File: src/rtl/fcu_pkg.sv
package fcu_pkg;
   localparam logic [1:0] ADDR_DATA = 2'd0;
   localparam logic [1:0] ADDR_STAT = 2'd2;
   localparam logic [1:0] ADDR_CTRL = 2'd3;

   localparam int ST_RXAV = 0;
   localparam int ST_TXFULL = 1;
   localparam int ST_TXIDLE = 2;
   localparam int ST_RXAF = 3;
   localparam int ST_CTS = 4;
   localparam int ST_OVR = 5;

   typedef enum logic [1:0] {RX_IDLE, RX_START, RX_DATA, RX_STOP} rx_state_t;
endpackage

File: src/rtl/fcu_fifo.sv
module fcu_fifo #(
   parameter int W = 8,
   parameter int DEPTH = 8
) (
   input  logic                       clk,
   input  logic                       rst_n,
   input  logic                       push,
   input  logic [W-1:0]               din,
   input  logic                       pop,
   output logic [W-1:0]               dout,
   output logic                       full,
   output logic                       empty,
   output logic [$clog2(DEPTH+1)-1:0] count
);
   localparam int AW = $clog2(DEPTH);
   localparam int CW = $clog2(DEPTH+1);

   generate
      if (DEPTH < 2 || (1 << AW) != DEPTH) begin : g_bad_depth
         $error("fcu_fifo: DEPTH must be a power of two, at least 2");
      end
   endgenerate

   logic [W-1:0]  mem [DEPTH];
   logic [AW-1:0] wptr, rptr;
   logic          push_ok, pop_ok;

   assign full    = (count == CW'(DEPTH));
   assign empty   = (count == '0);
   assign push_ok = push && !full;
   assign pop_ok  = pop && !empty;
   assign dout    = mem[rptr];

   always_ff @(posedge clk) begin
      if (push_ok) mem[wptr] <= din;
   end

   always_ff @(posedge clk or negedge rst_n) begin
      if (!rst_n) begin
         wptr  <= '0;
         rptr  <= '0;
         count <= '0;
      end else begin
         if (push_ok) wptr <= wptr + 1'b1;
         if (pop_ok) rptr <= rptr + 1'b1;
         count <= count + CW'(push_ok) - CW'(pop_ok);
      end
   end

   a_r4_full_holds: assert property (@(posedge clk) disable iff (!rst_n)
      (full && push && !pop) |=> (full && $stable(wptr)));
   a_r10_count_bound: assert property (@(posedge clk) disable iff (!rst_n)
      count <= CW'(DEPTH));
endmodule

File: src/rtl/fcu_tx.sv
module fcu_tx #(
   parameter int OVS_DIV = 2
) (
   input  logic       clk,
   input  logic       rst_n,
   input  logic       load,
   input  logic [7:0] din,
   output logic       txd,
   output logic       busy
);
   localparam int BIT_CLKS = 16 * OVS_DIV;
   localparam int CW = $clog2(BIT_CLKS + 1);

   logic [9:0]    sh;
   logic [3:0]    nbit;
   logic [CW-1:0] cnt;

   always_ff @(posedge clk or negedge rst_n) begin
      if (!rst_n) begin
         sh   <= '1;
         nbit <= '0;
         cnt  <= '0;
         busy <= 1'b0;
      end else if (load) begin
         sh   <= {1'b1, din, 1'b0};
         nbit <= '0;
         cnt  <= '0;
         busy <= 1'b1;
      end else if (busy) begin
         if (cnt == CW'(BIT_CLKS - 1)) begin
            cnt <= '0;
            sh  <= {1'b1, sh[9:1]};
            if (nbit == 4'd9) busy <= 1'b0;
            else nbit <= nbit + 1'b1;
         end else begin
            cnt <= cnt + 1'b1;
         end
      end
   end

   assign txd = busy ? sh[0] : 1'b1;

   a_r6_load_only_idle: assert property (@(posedge clk) disable iff (!rst_n)
      load |-> !busy);
   a_r2_start_low: assert property (@(posedge clk) disable iff (!rst_n)
      $rose(busy) |-> !txd);
   a_r2_bit_hold: assert property (@(posedge clk) disable iff (!rst_n)
      (busy && $past(busy) && cnt != '0) |-> $stable(txd));
endmodule

File: src/rtl/fcu_rx.sv
module fcu_rx
   import fcu_pkg::*;
#(
   parameter int OVS_DIV = 2
) (
   input  logic       clk,
   input  logic       rst_n,
   input  logic       rxd,
   output logic       valid,
   output logic [7:0] data
);
   localparam int OCW = $clog2(OVS_DIV + 1);

   rx_state_t      state;
   logic [OCW-1:0] oc;
   logic [3:0]     sub;
   logic [2:0]     nbit;
   logic           tick;

   assign tick = (oc == OCW'(OVS_DIV - 1));

   always_ff @(posedge clk or negedge rst_n) begin
      if (!rst_n) begin
         state <= RX_IDLE;
         oc    <= '0;
         sub   <= '0;
         nbit  <= '0;
         data  <= '0;
         valid <= 1'b0;
      end else begin
         valid <= 1'b0;
         if (state == RX_IDLE) begin
            oc  <= '0;
            sub <= '0;
            if (!rxd) state <= RX_START;
         end else begin
            oc <= tick ? '0 : oc + 1'b1;
            if (tick) begin
               sub <= sub + 1'b1;
               unique case (state)
                  RX_START: if (sub == 4'd7) begin
                     sub   <= '0;
                     nbit  <= '0;
                     state <= rxd ? RX_IDLE : RX_DATA;
                  end
                  RX_DATA: if (sub == 4'd15) begin
                     data <= {rxd, data[7:1]};
                     nbit <= nbit + 1'b1;
                     if (nbit == 3'd7) state <= RX_STOP;
                  end
                  RX_STOP: if (sub == 4'd15) begin
                     valid <= rxd;
                     state <= RX_IDLE;
                  end
                  default: state <= RX_IDLE;
               endcase
            end
         end
      end
   end

   a_r3_valid_single: assert property (@(posedge clk) disable iff (!rst_n)
      valid |=> !valid);
   a_r3_valid_after_stop: assert property (@(posedge clk) disable iff (!rst_n)
      valid |-> (state == RX_IDLE && $past(state) == RX_STOP));
endmodule

File: src/rtl/fc_uart.sv
module fc_uart
   import fcu_pkg::*;
#(
   parameter int OVS_DIV  = 2,
   parameter int TX_DEPTH = 8,
   parameter int RX_DEPTH = 8,
   parameter int AF_SPACE = 2,
   parameter bit HS_EN    = 1'b1
) (
   input  logic       clk,
   input  logic       rst_n,
   input  logic [1:0] addr,
   input  logic       wr_en,
   input  logic       rd_en,
   input  logic [7:0] wdata,
   output logic [7:0] rdata,
   output logic       txd,
   input  logic       rxd,
   input  logic       cts_n,
   output logic       rts_n
);
   localparam int TCW = $clog2(TX_DEPTH + 1);
   localparam int RCW = $clog2(RX_DEPTH + 1);
   localparam int AF_LEVEL = RX_DEPTH - AF_SPACE;

   generate
      if (OVS_DIV < 1) begin : g_bad_div
         $error("fc_uart: OVS_DIV must be at least 1");
      end
      if (AF_SPACE < 1 || AF_SPACE >= RX_DEPTH) begin : g_bad_af
         $error("fc_uart: AF_SPACE must lie in 1..RX_DEPTH-1");
      end
   endgenerate

   logic [1:0] rxd_s, cts_s;
   always_ff @(posedge clk or negedge rst_n) begin
      if (!rst_n) begin
         rxd_s <= 2'b11;
         cts_s <= 2'b11;
      end else begin
         rxd_s <= {rxd_s[0], rxd};
         cts_s <= {cts_s[0], cts_n};
      end
   end

   logic           tx_full, tx_empty, tx_busy, tx_load, cts_ok;
   logic [7:0]     tx_byte, rx_byte, rx_head;
   logic [TCW-1:0] tx_count;
   logic           rx_full, rx_empty, rx_valid, rx_af;
   logic [RCW-1:0] rx_count;
   logic           rts_req, ovr, data_wr, data_rd, stat_rd;

   assign data_wr = wr_en && addr == ADDR_DATA;
   assign data_rd = rd_en && addr == ADDR_DATA;
   assign stat_rd = rd_en && addr == ADDR_STAT;

   generate
      if (HS_EN) begin : g_hs
         assign cts_ok = !cts_s[1];
         assign rts_n  = !(rts_req && !rx_af);
      end else begin : g_no_hs
         assign cts_ok = 1'b1;
         assign rts_n  = 1'b1;
      end
   endgenerate

   assign tx_load = !tx_empty && !tx_busy && cts_ok;
   assign rx_af   = rx_count >= RCW'(AF_LEVEL);

   fcu_fifo #(.W(8), .DEPTH(TX_DEPTH)) u_txq (
      .clk(clk), .rst_n(rst_n), .push(data_wr), .din(wdata), .pop(tx_load),
      .dout(tx_byte), .full(tx_full), .empty(tx_empty), .count(tx_count));

   fcu_tx #(.OVS_DIV(OVS_DIV)) u_ser (
      .clk(clk), .rst_n(rst_n), .load(tx_load), .din(tx_byte),
      .txd(txd), .busy(tx_busy));

   fcu_rx #(.OVS_DIV(OVS_DIV)) u_des (
      .clk(clk), .rst_n(rst_n), .rxd(rxd_s[1]), .valid(rx_valid), .data(rx_byte));

   fcu_fifo #(.W(8), .DEPTH(RX_DEPTH)) u_rxq (
      .clk(clk), .rst_n(rst_n), .push(rx_valid), .din(rx_byte), .pop(data_rd),
      .dout(rx_head), .full(rx_full), .empty(rx_empty), .count(rx_count));

   always_ff @(posedge clk or negedge rst_n) begin
      if (!rst_n) begin
         rts_req <= 1'b0;
         ovr     <= 1'b0;
      end else begin
         if (wr_en && addr == ADDR_CTRL) rts_req <= wdata[0];
         if (rx_valid && rx_full) ovr <= 1'b1;
         else if (stat_rd) ovr <= 1'b0;
      end
   end

   always_comb begin
      rdata = '0;
      unique case (addr)
         ADDR_DATA: rdata = rx_head;
         ADDR_STAT: begin
            rdata[ST_RXAV]   = !rx_empty;
            rdata[ST_TXFULL] = tx_full;
            rdata[ST_TXIDLE] = tx_empty && !tx_busy;
            rdata[ST_RXAF]   = rx_af;
            rdata[ST_CTS]    = HS_EN && !cts_s[1];
            rdata[ST_OVR]    = ovr;
         end
         ADDR_CTRL: rdata[0] = rts_req;
         default: rdata = '0;
      endcase
   end

   a_r5_cts_gate: assert property (@(posedge clk) disable iff (!rst_n)
      (HS_EN && $rose(tx_busy)) |-> !$past(cts_s[1]));
   a_r9_throttle: assert property (@(posedge clk) disable iff (!rst_n)
      (HS_EN && rx_count >= RCW'(AF_LEVEL)) |-> rts_n);
   a_r10_overrun_set: assert property (@(posedge clk) disable iff (!rst_n)
      (rx_valid && rx_full) |=> (ovr && $stable(rx_count)));
   a_r4_tx_bound: assert property (@(posedge clk) disable iff (!rst_n)
      tx_count <= TCW'(TX_DEPTH));
   a_r11_no_hs_rts: assert property (@(posedge clk) disable iff (!rst_n)
      !HS_EN |-> rts_n);
endmodule

File: config.mk
export PLATFORM = sky130hd
export DESIGN_NAME = fc_uart
export DESIGN_NICKNAME = d
export VERILOG_FILES = /design/src/rtl/fcu_pkg.sv /design/src/rtl/fcu_fifo.sv /design/src/rtl/fcu_tx.sv /design/src/rtl/fcu_rx.sv /design/src/rtl/fc_uart.sv
export SDC_FILE = /design/constraint.sdc
export NUM_CORES = 1
export LEC_CHECK = 0
export BUFFER_PORTS_ARGS = -buffer_cell sky130_fd_sc_hd__clkbuf_2
export CORE_AREA = 2 2 132 134
export DETAILED_ROUTE_END_ITERATION = 6
export DIE_AREA = 0 0 134 136
export GPL_TIMING_DRIVEN = 0
export PLACE_DENSITY = 0.66
export REMOVE_ABC_BUFFERS = 1
export SYNTH_ARGS = -nofsm -noshare
export SYNTH_HDL_FRONTEND = slang
export SYNTH_SLANG_ARGS = --single-unit
File: constraint.sdc
create_clock -name clk -period 2.7 [get_ports clk]
set_input_delay 0.54 -clock clk [delete_from_list [all_inputs] [get_ports clk]]
set_output_delay 0.54 -clock clk [all_outputs]
set_load 0.01 [all_outputs]
After elaboration in Yosys (flattened, before gate mapping)
Memory sizes are Yosys's and may differ from the RTL's.
Cells that the tools add are included.
{"block": "word_totals", "reg_bits": 67, "ram_bits": 128, "in_bits": 16, "output_inout_bits": 10, "word_cells": 139, "mem_count": 2}
{"name": "u_rxq.mem", "words": 8, "word_bits": 8, "read_ports": 1, "rd_ports_with_merged_regs": 0, "write_ports": 1, "line_no": "fcu_fifo.sv:24", "source": "logic [W-1:0] mem [DEPTH];"}
{"name": "u_txq.mem", "words": 8, "word_bits": 8, "read_ports": 1, "rd_ports_with_merged_regs": 0, "write_ports": 1, "line_no": "fcu_fifo.sv:24"}
{"block": "op_classes", "add_sub_neg": 13, "magnitude_cmp": 1, "n_eq_ne": 21, "mux": 46, "n_bitwise": 1, "reduce_logical": 35}
{"op": "$mux W4", "count": 8}
{"op": "$mux W10", "count": 3}
{"op": "$mux W2", "count": 11}
{"op": "$mux W6", "count": 3}
{"op": "$eq A4 B4 Y1 const B", "count": 4}
{"op": "$add A3 B1 Y3 const B", "count": 5}
{"op": "$mux W1", "count": 15}
{"op": "$logic_and A1 B1 Y1", "count": 13}
{"op": "$ne A3 B1 Y1 const B", "count": 4}
{"op": "$pmux W5 S2", "count": 1}
{"op": "$reduce_bool A2 Y1", "count": 5}
{"op": "$add A4 B1 Y4", "count": 2}
{"op": "$add A4 B1 Y4 const B", "count": 2}
{"op": "$eq A2 B2 Y1 const B", "count": 4}
{"op": "$logic_not A1 Y1", "count": 8}
{"op": "$logic_not A4 Y1", "count": 2}
{"op": "$sub A4 B1 Y4", "count": 2}
{"op": "$add A6 B1 Y6 const B", "count": 1}
{"op": "$eq A6 B5 Y1 const B", "count": 1}
{"op": "$mux W3", "count": 2}
{"op": "$pmux W2 S3", "count": 1}
{"op": "$pmux W3 S2", "count": 1}
{"op": "$reduce_and A6 Y1", "count": 1}
{"op": "$reduce_and A5 Y1", "count": 1}
{"op": "13 further kinds", "count": 17}

Logic depth before layout (Yosys ltp)
{"block": "logic_depth", "word_depth": 6, "mapped_depth": 11, "mapped_depth_nobuf": 10}

By module
Synthesis repeated with hierarchy kept, for this count alone.
{"block": "unflattened", "hier_cells": 537, "area_unflattened_um2": 8654.6}
{"module": "fcu_fifo", "n_inst": 2, "cells_per_inst": 150, "area_per_inst_um2": 3067.9, "seq_area_each_um2": 2172.1}
{"module": "fcu_rx", "n_inst": 1, "cells_per_inst": 94, "area_per_inst_um2": 1099.8, "seq_area_each_um2": 500.5}
{"module": "fcu_tx", "n_inst": 1, "cells_per_inst": 108, "area_per_inst_um2": 1057.3, "seq_area_each_um2": 511.7}
{"module": "fc_uart", "n_inst": 1, "cells_per_inst": 35, "area_per_inst_um2": 361.6, "seq_area_each_um2": 155.1}

Worst setup path before layout
OpenSTA, ideal clock, no wires.
{"block": "synth_timing", "path_kind": "flip-flop to flip-flop", "start": "reg u_txq.count[2]", "end": "reg u_txq.count[2]", "setup_ps": 123, "t_arrival_ps": 2357, "t_required_ps": 2577, "path_slack_ps": 220, "path_stages_with_launch": 12, "path_buffers": 1, "period_less_slack_ps": 2480, "path_cell_list": "dfrtp_1 > inv_1 > ha_1 > nor3b_2 > nor3_2 > buf_2 > ha_1 > inv_1 > ha_1 > inv_1 > fa_1 > xnor2_1"}
{"block": "synth_via", "elab_chain_len": 6, "elab_cells_between_ends": 10, "cone_classes": "2 x add/sub; 1 x eq/ne; 7 x reduce/logical"}
{"element": "from (decl)", "line_no": "fcu_fifo.sv:13", "source": "output logic [$clog2(DEPTH+1)-1:0] count"}
{"element": "from (signal assigned)", "line_no": "fcu_fifo.sv:46", "source": "count <= count + CW'(push_ok) - CW'(pop_ok);"}
{"element": "$logic_not A4 Y1 *", "line_no": "fcu_fifo.sv:29", "source": "assign empty = (count == '0);"}
{"element": "$logic_not A1 Y1 *", "line_no": "fcu_fifo.sv:31, fc_uart.sv:67"}
{"element": "$logic_and A1 B1 Y1 (2 in series)", "line_no": "fc_uart.sv:67", "source": "assign tx_load = !tx_empty && !tx_busy && cts_ok;"}
{"element": "$logic_and A1 B1 Y1 *", "line_no": "fcu_fifo.sv:31", "source": "assign pop_ok = pop && !empty;"}
{"element": "named net u_txq.pop_ok", "line_no": "fcu_fifo.sv:26", "source": "logic push_ok, pop_ok;"}
{"element": "$sub A4 B1 Y4 *", "line_no": "fcu_fifo.sv:46"}
Mark *: on every way through the listed nets, which the timed path passes. The rest lies on a longest branch.
A chain may end at the register's enable or synchronous reset.

Worst setup path after layout
{"block": "layout_timing", "start": "reg u_rxq.rptr[0]", "end": "out rdata[2]"}
{"block": "layout_via", "elab_chain_len": 2}
{"element": "from (decl)", "line_no": "fcu_fifo.sv:25", "source": "logic [AW-1:0] wptr, rptr;"}
{"element": "from (signal assigned)", "line_no": "fcu_fifo.sv:45", "source": "if (pop_ok) rptr <= rptr + 1'b1;"}
{"element": "$mem_v2 Z8 W8"}
{"element": "$pmux W5 S2", "line_no": "fc_uart.sv:98", "source": "unique case (addr)"}
{"element": "to (decl)", "line_no": "fc_uart.sv:16", "source": "output logic [7:0] rdata,"}
No other way between the ends.

==> results.py <==
metrics = {
    "setup_path": {
        "path_class": "flop to output port",
        "path_buf_inv": 2,
        "cp.arrival_ns": 2.13,
        "worst_path_largest_cell_delay_ns": 0.50,
        "path_cells": "buf_12 > mux4_2 > mux2_2 > a22o_1 > clkbuf_2",
        "startpoint": "u_rxq.rptr[0]",
        "cp-end-kind": "output port",
        "critical_path_required_ns": 2.16,
        "reg2reg_slack_ns": 0.20,
        "cp_slowest_cell": "dfrtp_4",
        "crit_fanout": 5,
        "crit-reg2reg-launch": "u_rxq.count[2]",
        "path_delay_family": "multiplexers",
        "start_kind": "flop",
    },
    "floorplan": {
        "initial_core_util_pct": 49.2,
        "io_pins": 26,
        "num_rows": 48,
        "die_h_um": 136,
        "die_w_um": 134,
        "core_area_um2": 16900,
        "dieArea_um2": 18200,
    },
    "sta": {
        "maxSlewHeadroom_pct": 33.0,
        "period_share_pct": 99.1,
        "drv_slew": 0,
        "hold_viol": 0,
        "worstMarginPinSlew_ns": 1.01,
        "skew_ns": 0.0140,
        "hold_slack_ns": 0.185,
        "min_period_ns": 2.67,
        "setup_viol": 0,
        "max_freq_ghz": 0.374,
        "rsz0062_at_grt": "true",
        "worst_slack_ns": 0.0255,
    },
    "routing": {
        "drt_iter0_drc": 289,
        "post_drt_wl_per_cell_um": 18.8,
        "drcViolationCount": 0,
        "routed_wl_um": 14500,
        "vias": 4273,
        "first_pass_iters": 4,
        "post_drt_via_cell_ratio": 5.56,
        "ant_nets": 0,
    },
    "synthesis": {
        "synth_async_sr_flop_share_pct": 34.0,
        "synthMuxAreaShare_pct": 12.2,
        "netlist_instances": 498,
        "synth_xor_area_share_pct": 1.79,
        "avgSynthCellArea_um2": 16.7,
        "synth_seq_cells": 194,
        "yosys_warnings": 0,
        "syn_area_um2": 8300,
        "synth_compound_area_share_pct": 5.59,
        "synth_cell_types": 61,
        "yosysSeqAreaShare_pct": 66.4,
        "synth_edf_count": 128,
        "synth_top_family_by_area": "multiplexers",
        "synthAdderAreaFrac_pct": 4.55,
        "synthTopCellsByArea": "edfxtp_1, dfrtp_1, mux4_2, dfstp_2, ha_1",
        "synth_top_area_cell": "edfxtp_1",
        "synth-simple-area-share_pct": 7.05,
        "post-synth-top-area-fraction_pct": 46.3,
        "synth_flop_cell": "edfxtp_1",
    },
    "global_routing": {
        "grt_pass1_vias": 4463,
        "grt_max_degree": 63,
        "grt_overflow_total": 0,
        "antenna_found_initial": 0,
        "grt_first_pass_wirelength_um": 23600,
        "grt_use_total_pct": 17.2,
    },
    "finish": {
        "fill_cells": 1297,
        "fin_area_um2": 9390,
        "layout_commonest_cell": "edfxtp_1",
        "mostFrequentLayoutCells": "edfxtp_1, dfrtp_1, ha_1",
        "syn2layout_area_growth_pct": 13.1,
        "utilization_pct": 55.6,
        "instances_no_fill": 769,
        "drive_gt1_share_pct": 23.2,
        "antenna_cells": 0,
        "multiInputGateArea_um2": 2640,
        "fin_nets": 576,
        "seq_area_um2": 5520,
    },
    "cts": {
        "cts_buffer_depth": 2,
        "cts_tree": "built",
        "cts_inserted_buffers": 17,
        "insertion_delay_ns": 0.43,
        "clock_sinks": 194,
        "cts-root-buf": "clkbuf_16",
        "clk_pin_slew_ns": 0.07,
        "h-tree-depth": 4,
    },
    "status": {
        "status": "finished clean",
    },
    "min_path": {
        "hold_path.class": "primary input to flop",
        "hp-start": "rxd",
    },
    "power": {
        "irDropWorstVdd_mv": 0.494,
        "p_per_area_nw_per_um2": 788,
        "leakagePower_nw": 3.37,
    },
    "placed_design": {
        "place.port_buffers": 25,
        "place_hpwl_um": 9310,
        "placed_cells_incl_taps": 730,
        "place_area_um2": 8630,
        "gp_congestion": 0.783,
        "post-place-ws_ns": -0.419,
    },
    "run": {
        "drv_cap": 0,
    },
}
[kinds of logic after synthesis]
group / count (synthesis)
flip-flops: 194
AND/OR/NAND/NOR: 101
AO/OA/AOI/OAI: 61
multiplexers: 56
buffers and inverters: 40
adder cells (fa/ha/maj): 29
XOR/XNOR: 17
[path summary, 6_finish.rpt]
check | depth (start not counted) | to
setup / recovery | 5 | rdata[2]
hold / removal | 1 | rxd_s[0]
setup reg to reg | 5 | u_rxq.mem[3][5]
hold reg to reg | 0 | rxd_s[1]
max in group asynchronous | 3 | u_ser.sh[4]
min in group asynchronous | 2 | u_des.data[6]
[layer usage]
metal / share of wire, % / wire, µm / GRT usage (%)
met5: 0 / 0 / 0
met4: 0.81 / 118 / 6.09
met3: 3.7 / 537 / 3.58
met2: 51 / 7390 / 28.2
met1: 45 / 6450 / 23.0
[power by group]
group	internal, mW	total, mW	leakage (nW)	switching, mW
clock network	1.28	2.55	0.305	1.27
registers	3.37	3.61	1.83	0.246
logic	0.592	1.23	1.23	0.641
[flip-flops by register name, indices dropped and copies added, names as in the netlist, 4 cells and up]
| name | count |
|---|---|
| u_ser.nbit | 4 |
| u_des.data | 8 |
| u_des.sub | 4 |
| u_txq.count | 4 |
| u_ser.sh | 9 |
| u_rxq.count | 4 |
| u_txq.mem | 64 |
| u_ser.cnt | 6 |
| u_rxq.mem | 64 |
[stage by stage]
step                setup TNS (ns)  total power [mW]
floorplan                        0              4.44
global placement            -10.13              4.70
detailed placement          -10.79              4.78
CTS                              0              7.48
global route                -0.108              7.77
finish                           0              7.40
[area by class of cell]
class / count / area share (%)
clock buffer: 17 / 4.53
clock inverter: 15 / 2.15
inverter: 21 / 0.840
multi-input combinational: 264 / 28.2
sequential: 194 / 58.8
tap: 225 / 3.00
timing repair buffer: 33 / 2.55
[timing repair]
action / 4_1_cts / 5_1_grt
hold buffers: 1 / 0
resized for setup: 10 / 3
pin swaps: 2 / 2
buffers inserted: 7 / 0
setup endpoints to repair: 27 / 6
hold endpoints to repair: 2 / 0
[synthesized netlist by cell type (4+ instances only)]
master      n
mux4_1      9
edfxtp_1  128
inv_1      20
dfrtp_1    53
mux2_2      5
a21o_1      6
mux2_1     12
nand2b_1    9
nor2b_1     4
nand2_1    16
nand3_1     6
nor2_1     26
mux2i_1     7
a211oi_1    4
mux4_2     23
xor2_1     10
nor3_1     10
xnor2_1     7
clkbuf_1    8
ha_1       27
a22o_1     11
buf_2       6
a21oi_1    12
dfstp_2    13
a221o_1     7
(Power assumes the default switching activity.)
